File: config.mk
export PLATFORM = sky130hd
export DESIGN_NAME = pred_mask_unit
export DESIGN_NICKNAME = d
export VERILOG_FILES = /design/src/rtl/pmf_pkg.sv /design/src/rtl/pmf_table.sv /design/src/rtl/pmf_resp_fsm.sv /design/src/rtl/pred_mask_unit.sv
export SDC_FILE = /design/constraint.sdc
export NUM_CORES = 1
export LEC_CHECK = 0
export BUFFER_PORTS_ARGS = -buffer_cell sky130_fd_sc_hd__buf_2
export CORE_MARGIN = 10
export CORE_UTILIZATION = 61
export CTS_CLUSTER_DIAMETER = 60
export DETAILED_ROUTE_END_ITERATION = 16
export GPL_ROUTABILITY_DRIVEN = 1
export GPL_TIMING_DRIVEN = 0
export PLACE_DENSITY = 0.88
export REMOVE_ABC_BUFFERS = 1
export SLEW_MARGIN = 10
export SYNTH_ARGS = -nofsm -noshare
export SYNTH_HDL_FRONTEND = slang
export SYNTH_HIERARCHICAL = 1
export SYNTH_SLANG_ARGS = --single-unit
File: constraint.sdc
create_clock -name clk -period 4.3 [get_ports clk]
set_input_delay 0.43 -clock clk [delete_from_list [all_inputs] [get_ports clk]]
set_output_delay 0.43 -clock clk [all_outputs]
set_load 0.05 [all_outputs]
File: src/rtl/pmf_pkg.sv
package pmf_pkg;
    typedef enum logic {
        ST_IDLE = 1'b0,
        ST_RESP = 1'b1
    } pmf_state_e;

    typedef enum logic {
        CLS_INT = 1'b0,
        CLS_FP  = 1'b1
    } pmf_cls_e;

    localparam int unsigned PMF_CLASSES = 2;
endpackage

File: src/rtl/pmf_table.sv
module pmf_table #(
    parameter int unsigned SLOTS  = 32,
    parameter int unsigned RIDX_W = 5,
    localparam int unsigned SLOT_W = $clog2(SLOTS),
    localparam int unsigned ENT_W  = RIDX_W + 3
) (
    input  logic              clk,
    input  logic              rst_n,
    input  logic              wr_en,
    input  logic              wr_cls,
    input  logic [SLOT_W-1:0] wr_slot,
    input  logic [ENT_W-1:0]  wr_ent,
    input  logic              rd_cls,
    input  logic [SLOT_W-1:0] rd_slot,
    output logic [ENT_W-1:0]  rd_ent
);
    import pmf_pkg::*;

    logic [ENT_W-1:0] cls_rd [PMF_CLASSES];

    for (genvar g = 0; g < PMF_CLASSES; g++) begin : g_cls
        logic [ENT_W-1:0] mem [SLOTS];
        logic             sel;

        assign sel = wr_en && (wr_cls == 1'(g));

        always_ff @(posedge clk) begin
            if (!rst_n) begin
                for (int i = 0; i < SLOTS; i++) mem[i] <= '0;
            end else if (sel) begin
                mem[wr_slot] <= wr_ent;
            end
        end

        assign cls_rd[g] = mem[rd_slot];
    end

    always_comb begin
        rd_ent = cls_rd[rd_cls];
    end
endmodule

File: src/rtl/pmf_resp_fsm.sv
module pmf_resp_fsm #(
    parameter int unsigned XLEN   = 32,
    parameter int unsigned RIDX_W = 5,
    localparam int unsigned ENT_W = RIDX_W + 3
) (
    input  logic             clk,
    input  logic             rst_n,
    input  logic             req_valid,
    input  logic [ENT_W-1:0] ent,
    input  logic [XLEN-1:0]  rf_rdata,
    output logic             mask_valid,
    output logic [XLEN-1:0]  mask,
    output logic             zeroing
);
    import pmf_pkg::*;

    typedef struct packed {
        logic              active;
        logic              zero;
        logic              inv;
        logic [RIDX_W-1:0] ridx;
    } ent_t;

    ent_t       e;
    pmf_state_e state, state_nx;
    logic [XLEN-1:0] raw, mask_nx;
    logic            zero_nx;

    assign e = ent_t'(ent);

    always_comb begin
        unique case (state)
            ST_IDLE: state_nx = req_valid ? ST_RESP : ST_IDLE;
            ST_RESP: state_nx = req_valid ? ST_RESP : ST_IDLE;
            default: state_nx = ST_IDLE;
        endcase
    end

    always_comb begin
        raw     = (e.ridx == '0) ? '0 : rf_rdata;
        mask_nx = e.active ? (e.inv ? ~raw : raw) : '1;
        zero_nx = e.active & e.zero;
    end

    always_ff @(posedge clk) begin
        if (!rst_n) state <= ST_IDLE;
        else        state <= state_nx;
    end

    always_ff @(posedge clk) begin
        if (!rst_n) begin
            mask    <= '1;
            zeroing <= 1'b0;
        end else if (req_valid) begin
            mask    <= mask_nx;
            zeroing <= zero_nx;
        end
    end

    assign mask_valid = (state == ST_RESP);

    AST_STROBE_FOLLOWS: assert property (@(posedge clk) disable iff (!rst_n)
        req_valid |=> mask_valid);
    AST_NO_SPURIOUS: assert property (@(posedge clk) disable iff (!rst_n)
        !req_valid |=> !mask_valid);
    AST_HOLD_IDLE: assert property (@(posedge clk) disable iff (!rst_n)
        !req_valid |=> ($stable(mask) && $stable(zeroing)));
endmodule

File: src/rtl/pred_mask_unit.sv
module pred_mask_unit #(
    parameter int unsigned XLEN   = 32,
    parameter int unsigned SLOTS  = 32,
    parameter int unsigned RIDX_W = 5,
    localparam int unsigned SLOT_W = $clog2(SLOTS),
    localparam int unsigned ENT_W  = RIDX_W + 3
) (
    input  logic              clk,
    input  logic              rst_n,
    input  logic              wr_en,
    input  logic              wr_fp,
    input  logic [SLOT_W-1:0] wr_slot,
    input  logic              wr_active,
    input  logic              wr_zero,
    input  logic              wr_inv,
    input  logic [RIDX_W-1:0] wr_ridx,
    input  logic              req_valid,
    input  logic              req_fp,
    input  logic [SLOT_W-1:0] req_slot,
    output logic [RIDX_W-1:0] rf_raddr,
    input  logic [XLEN-1:0]   rf_rdata,
    output logic              mask_valid,
    output logic [XLEN-1:0]   mask,
    output logic              zeroing
);
    typedef struct packed {
        logic              active;
        logic              zero;
        logic              inv;
        logic [RIDX_W-1:0] ridx;
    } ent_t;

    ent_t wr_ent, rd_ent;
    logic [ENT_W-1:0] rd_bits;

    assign wr_ent = '{active: wr_active, zero: wr_zero, inv: wr_inv, ridx: wr_ridx};

    pmf_table #(.SLOTS(SLOTS), .RIDX_W(RIDX_W)) u_table (
        .clk     (clk),
        .rst_n   (rst_n),
        .wr_en   (wr_en),
        .wr_cls  (wr_fp),
        .wr_slot (wr_slot),
        .wr_ent  (ENT_W'(wr_ent)),
        .rd_cls  (req_fp),
        .rd_slot (req_slot),
        .rd_ent  (rd_bits)
    );

    assign rd_ent   = ent_t'(rd_bits);
    assign rf_raddr = rd_ent.ridx;

    pmf_resp_fsm #(.XLEN(XLEN), .RIDX_W(RIDX_W)) u_resp (
        .clk        (clk),
        .rst_n      (rst_n),
        .req_valid  (req_valid),
        .ent        (rd_bits),
        .rf_rdata   (rf_rdata),
        .mask_valid (mask_valid),
        .mask       (mask),
        .zeroing    (zeroing)
    );

    AST_DISABLED_ONES: assert property (@(posedge clk) disable iff (!rst_n)
        (req_valid && !rd_ent.active) |=> ((&mask) && !zeroing));
    AST_PLAIN_PASS: assert property (@(posedge clk) disable iff (!rst_n)
        (req_valid && rd_ent.active && !rd_ent.inv && rd_ent.ridx != '0)
            |=> (mask == $past(rf_rdata)));
    AST_INVERT: assert property (@(posedge clk) disable iff (!rst_n)
        (req_valid && rd_ent.active && rd_ent.inv && rd_ent.ridx != '0)
            |=> (mask == ~$past(rf_rdata)));
    AST_ZERO_FLAG: assert property (@(posedge clk) disable iff (!rst_n)
        (req_valid && rd_ent.active) |=> (zeroing == $past(rd_ent.zero)));
    AST_REG_ZERO: assert property (@(posedge clk) disable iff (!rst_n)
        (req_valid && rd_ent.active && rd_ent.ridx == '0)
            |=> (mask == {XLEN{$past(rd_ent.inv)}}));
endmodule

==> results.json <==
{
  "regArea_mm2": 0.0161,
  "row_count": 75,
  "clockBufferDepth": 3,
  "detail-route-antenna-nets": 0,
  "syn_to_final_growth_pct": 9.12,
  "viasPerCell": 6.58,
  "synth_top_cell_area_share": 0.587,
  "finalMaxSlewViolations": 0,
  "layout.cells.non_filler": 2457,
  "setup_viol": 0,
  "io_buffer_count": 94,
  "ys_top_cells_by_count": "and2_1, edfxtp_1, mux4_2",
  "cts_hold_buf": 0,
  "synthTopCellsByArea": "edfxtp_1, and2_1, mux4_2, dfxtp_1, nand2b_1",
  "firstDrtPassIters": 6,
  "dieArea_mm2": 0.0516,
  "critPathLaunchType": "primary input",
  "crit_fanout": 65,
  "crit_type": "in -> reg",
  "yosys.area.top_type": "edfxtp_1",
  "grt_first_pass_wirelength_um": 95500,
  "initial_core_util": 0.620,
  "synth_area_mm2": 0.0262,
  "multi_input_area_mm2": 0.00939,
  "grt_max_degree": 72,
  "insertion_delay_ps": 630,
  "cts_root_buffer": "clkbuf_16",
  "end_kind": "register",
  "drive_gt1_frac": 0.186,
  "grt_overflow": 0,
  "die_h_um": 227,
  "ys_types": 41,
  "tightest_slew_ps": 1250,
  "postSynthCellCount": 1873,
  "dp_hpwl_um": 37300,
  "cts_resized": 0,
  "core_mm2": 0.0422,
  "n_fill_cell": 2692,
  "track_usage": 0.245,
  "gp_congestion": 0.872,
  "ios": 95,
  "synth_edf_count": 512,
  "die_x_um": 227,
  "antenna_found_initial": 0,
  "fin_crit_sh": 0.948,
  "power_density_mw_per_mm2": 426,
  "status": "completed",
  "fin_worst_skew_ps": 26.5,
  "synthArstFlopShare": 0,
  "fin_nets": 1932,
  "cts.sinks": 546,
  "tritoncts.num_buffers": 56,
  "synth-main-ff-cell": "edfxtp_1",
  "drc": 0,
  "relSlewSlack": 0.167,
  "wl_per_cell_um": 25.6,
  "drt_iter0_markers": 2448,
  "arrival_ps": 4570,
  "synth-warning-count": 6,
  "post_cts_buffers": 0,
  "required_ps": 4790,
  "yosysSeqAreaShare": 0.613,
  "synth_most_common_cell": "and2_1",
  "hp-class": "in -> reg",
  "dpl.cell_count": 2356,
  "drv_cap": 0,
  "htreeDepth": 2,
  "cts_tree": "done",
  "rsz0062_at_grt": "no",
  "max_freq_mhz": 245,
  "power_leakage_nw": 9.90,
  "vias": 16200,
  "hold_violations": 0,
  "wirelength_um": 62800,
  "grt_pass1_vias": 16100,
  "ys_ff_latch": 546,
  "period_minus_slack_ps": 4070,
  "cts.clk_slew.worst_paths_ps": 60,
  "diodes": 0,
  "design_area_mm2": 0.0286,
  "avgSynthCellArea_um2": 14.0,
  "ir_drop_mv": 0.340,
  "dpl-instance-area_mm2": 0.0267
}
cells by family after synthesis:
kind of cell / synth area share
buffers and inverters: 0.0283
muxes: 0.130
DFF: 0.613
AOI/OAI and AO/OA: 0.0300
and+or+nand+nor: 0.198
metal layers:
metal | vias up | global-route usage | share of wire
li1 | 6874 | - | -
met1 | 7992 | 0.324 | 0.36
met2 | 1118 | 0.393 | 0.48
met3 | 190 | 0.0543 | 0.12
met4 | 0 | 0.0935 | 0.036
met5 | - | 0 | 0
worst max-delay path, cell delays in order:
cell	delay, ps
buf_8	390
buf_16	450
mux4_2	590
mux4_2	510
o21ai_1	260
nand2_1	210
or4_4	620
nor2_8	600
and4_1	350
nor3_2	60
stage by stage:
stage	hold WS [ps]	power (mW)	TNS [ps]	setup WS (ps)	util
after floorplan	552	6.94	0	426	-
after global placement	495	7.41	-135810	-3980	0.630
after detailed placement	502	7.46	-10390	-355	0.633
after CTS	168	12.2	0	276	0.676
after global routing	215	12.5	0	76.8	0.676
final	185	12.2	0	225	0.676
registers in the layout, indices dropped and copies added (netlist names):
register / flops
u_resp/mask_valid: 1
u_resp/zeroing: 1
u_resp/mask: 32
u_table/g_cls.mem: 512
area by class of cell:
type,instances,share of cell area
Multi-Input combinational cell,1170,0.329
Tap cell,539,0.0236
Clock buffer,66,0.0504
Inverter,2,0.000263
Sequential cell,546,0.562
Timing Repair Buffer,100,0.0224
Clock inverter,34,0.0125
cell usage in the layout, fill, tap and decap left out, types with 3 or more instances in the layout:
master,Yosys,routed
and2_1,515,515
edfxtp_1,512,512
mux4_2,139,139
buf_2,15,90
nand2_1,83,83
nor2_1,71,71
o21ai_1,69,69
nand2b_1,65,65
clkbuf_16,0,56
a21oi_1,39,39
dfxtp_1,34,34
nor3_1,32,32
nor3_2,32,32
and4_1,31,31
mux2i_1,27,27
nand3_1,12,12
clkinv_1,0,11
clkbuf_1,105,10
clkinv_2,0,10
o21ai_0,7,7
bufinv_16,0,6
o22ai_1,6,6
o221ai_1,6,6
a221oi_1,5,5
nand3b_1,5,5
buf_16,0,4
inv_6,0,3
buf_8,0,3
nor2b_1,4,3
a211oi_1,3,3
a22oi_1,3,3
path summary, 6_finish.rpt:
kind / startpoint / endpoint / slack, ps / cells after the start
worst max-delay path: req_slot[0] / u_resp/mask[12] / 230 / 10
worst min-delay path: rf_rdata[14] / u_resp/mask[14] / 180 / 4
worst max register to register: u_table/g_cls[1].mem[0][1] / u_resp/mask[12] / 420 / 8
worst min register to register: u_resp/zeroing / u_resp/zeroing / 540 / 2
report_power, final:
part	internal [mW]	switching, mW
Combinational	0.402	0.792
Clock	2.76	2.02
Sequential	6.09	0.101
Total	9.25	2.92
Power figures use the tool's default switching activity.
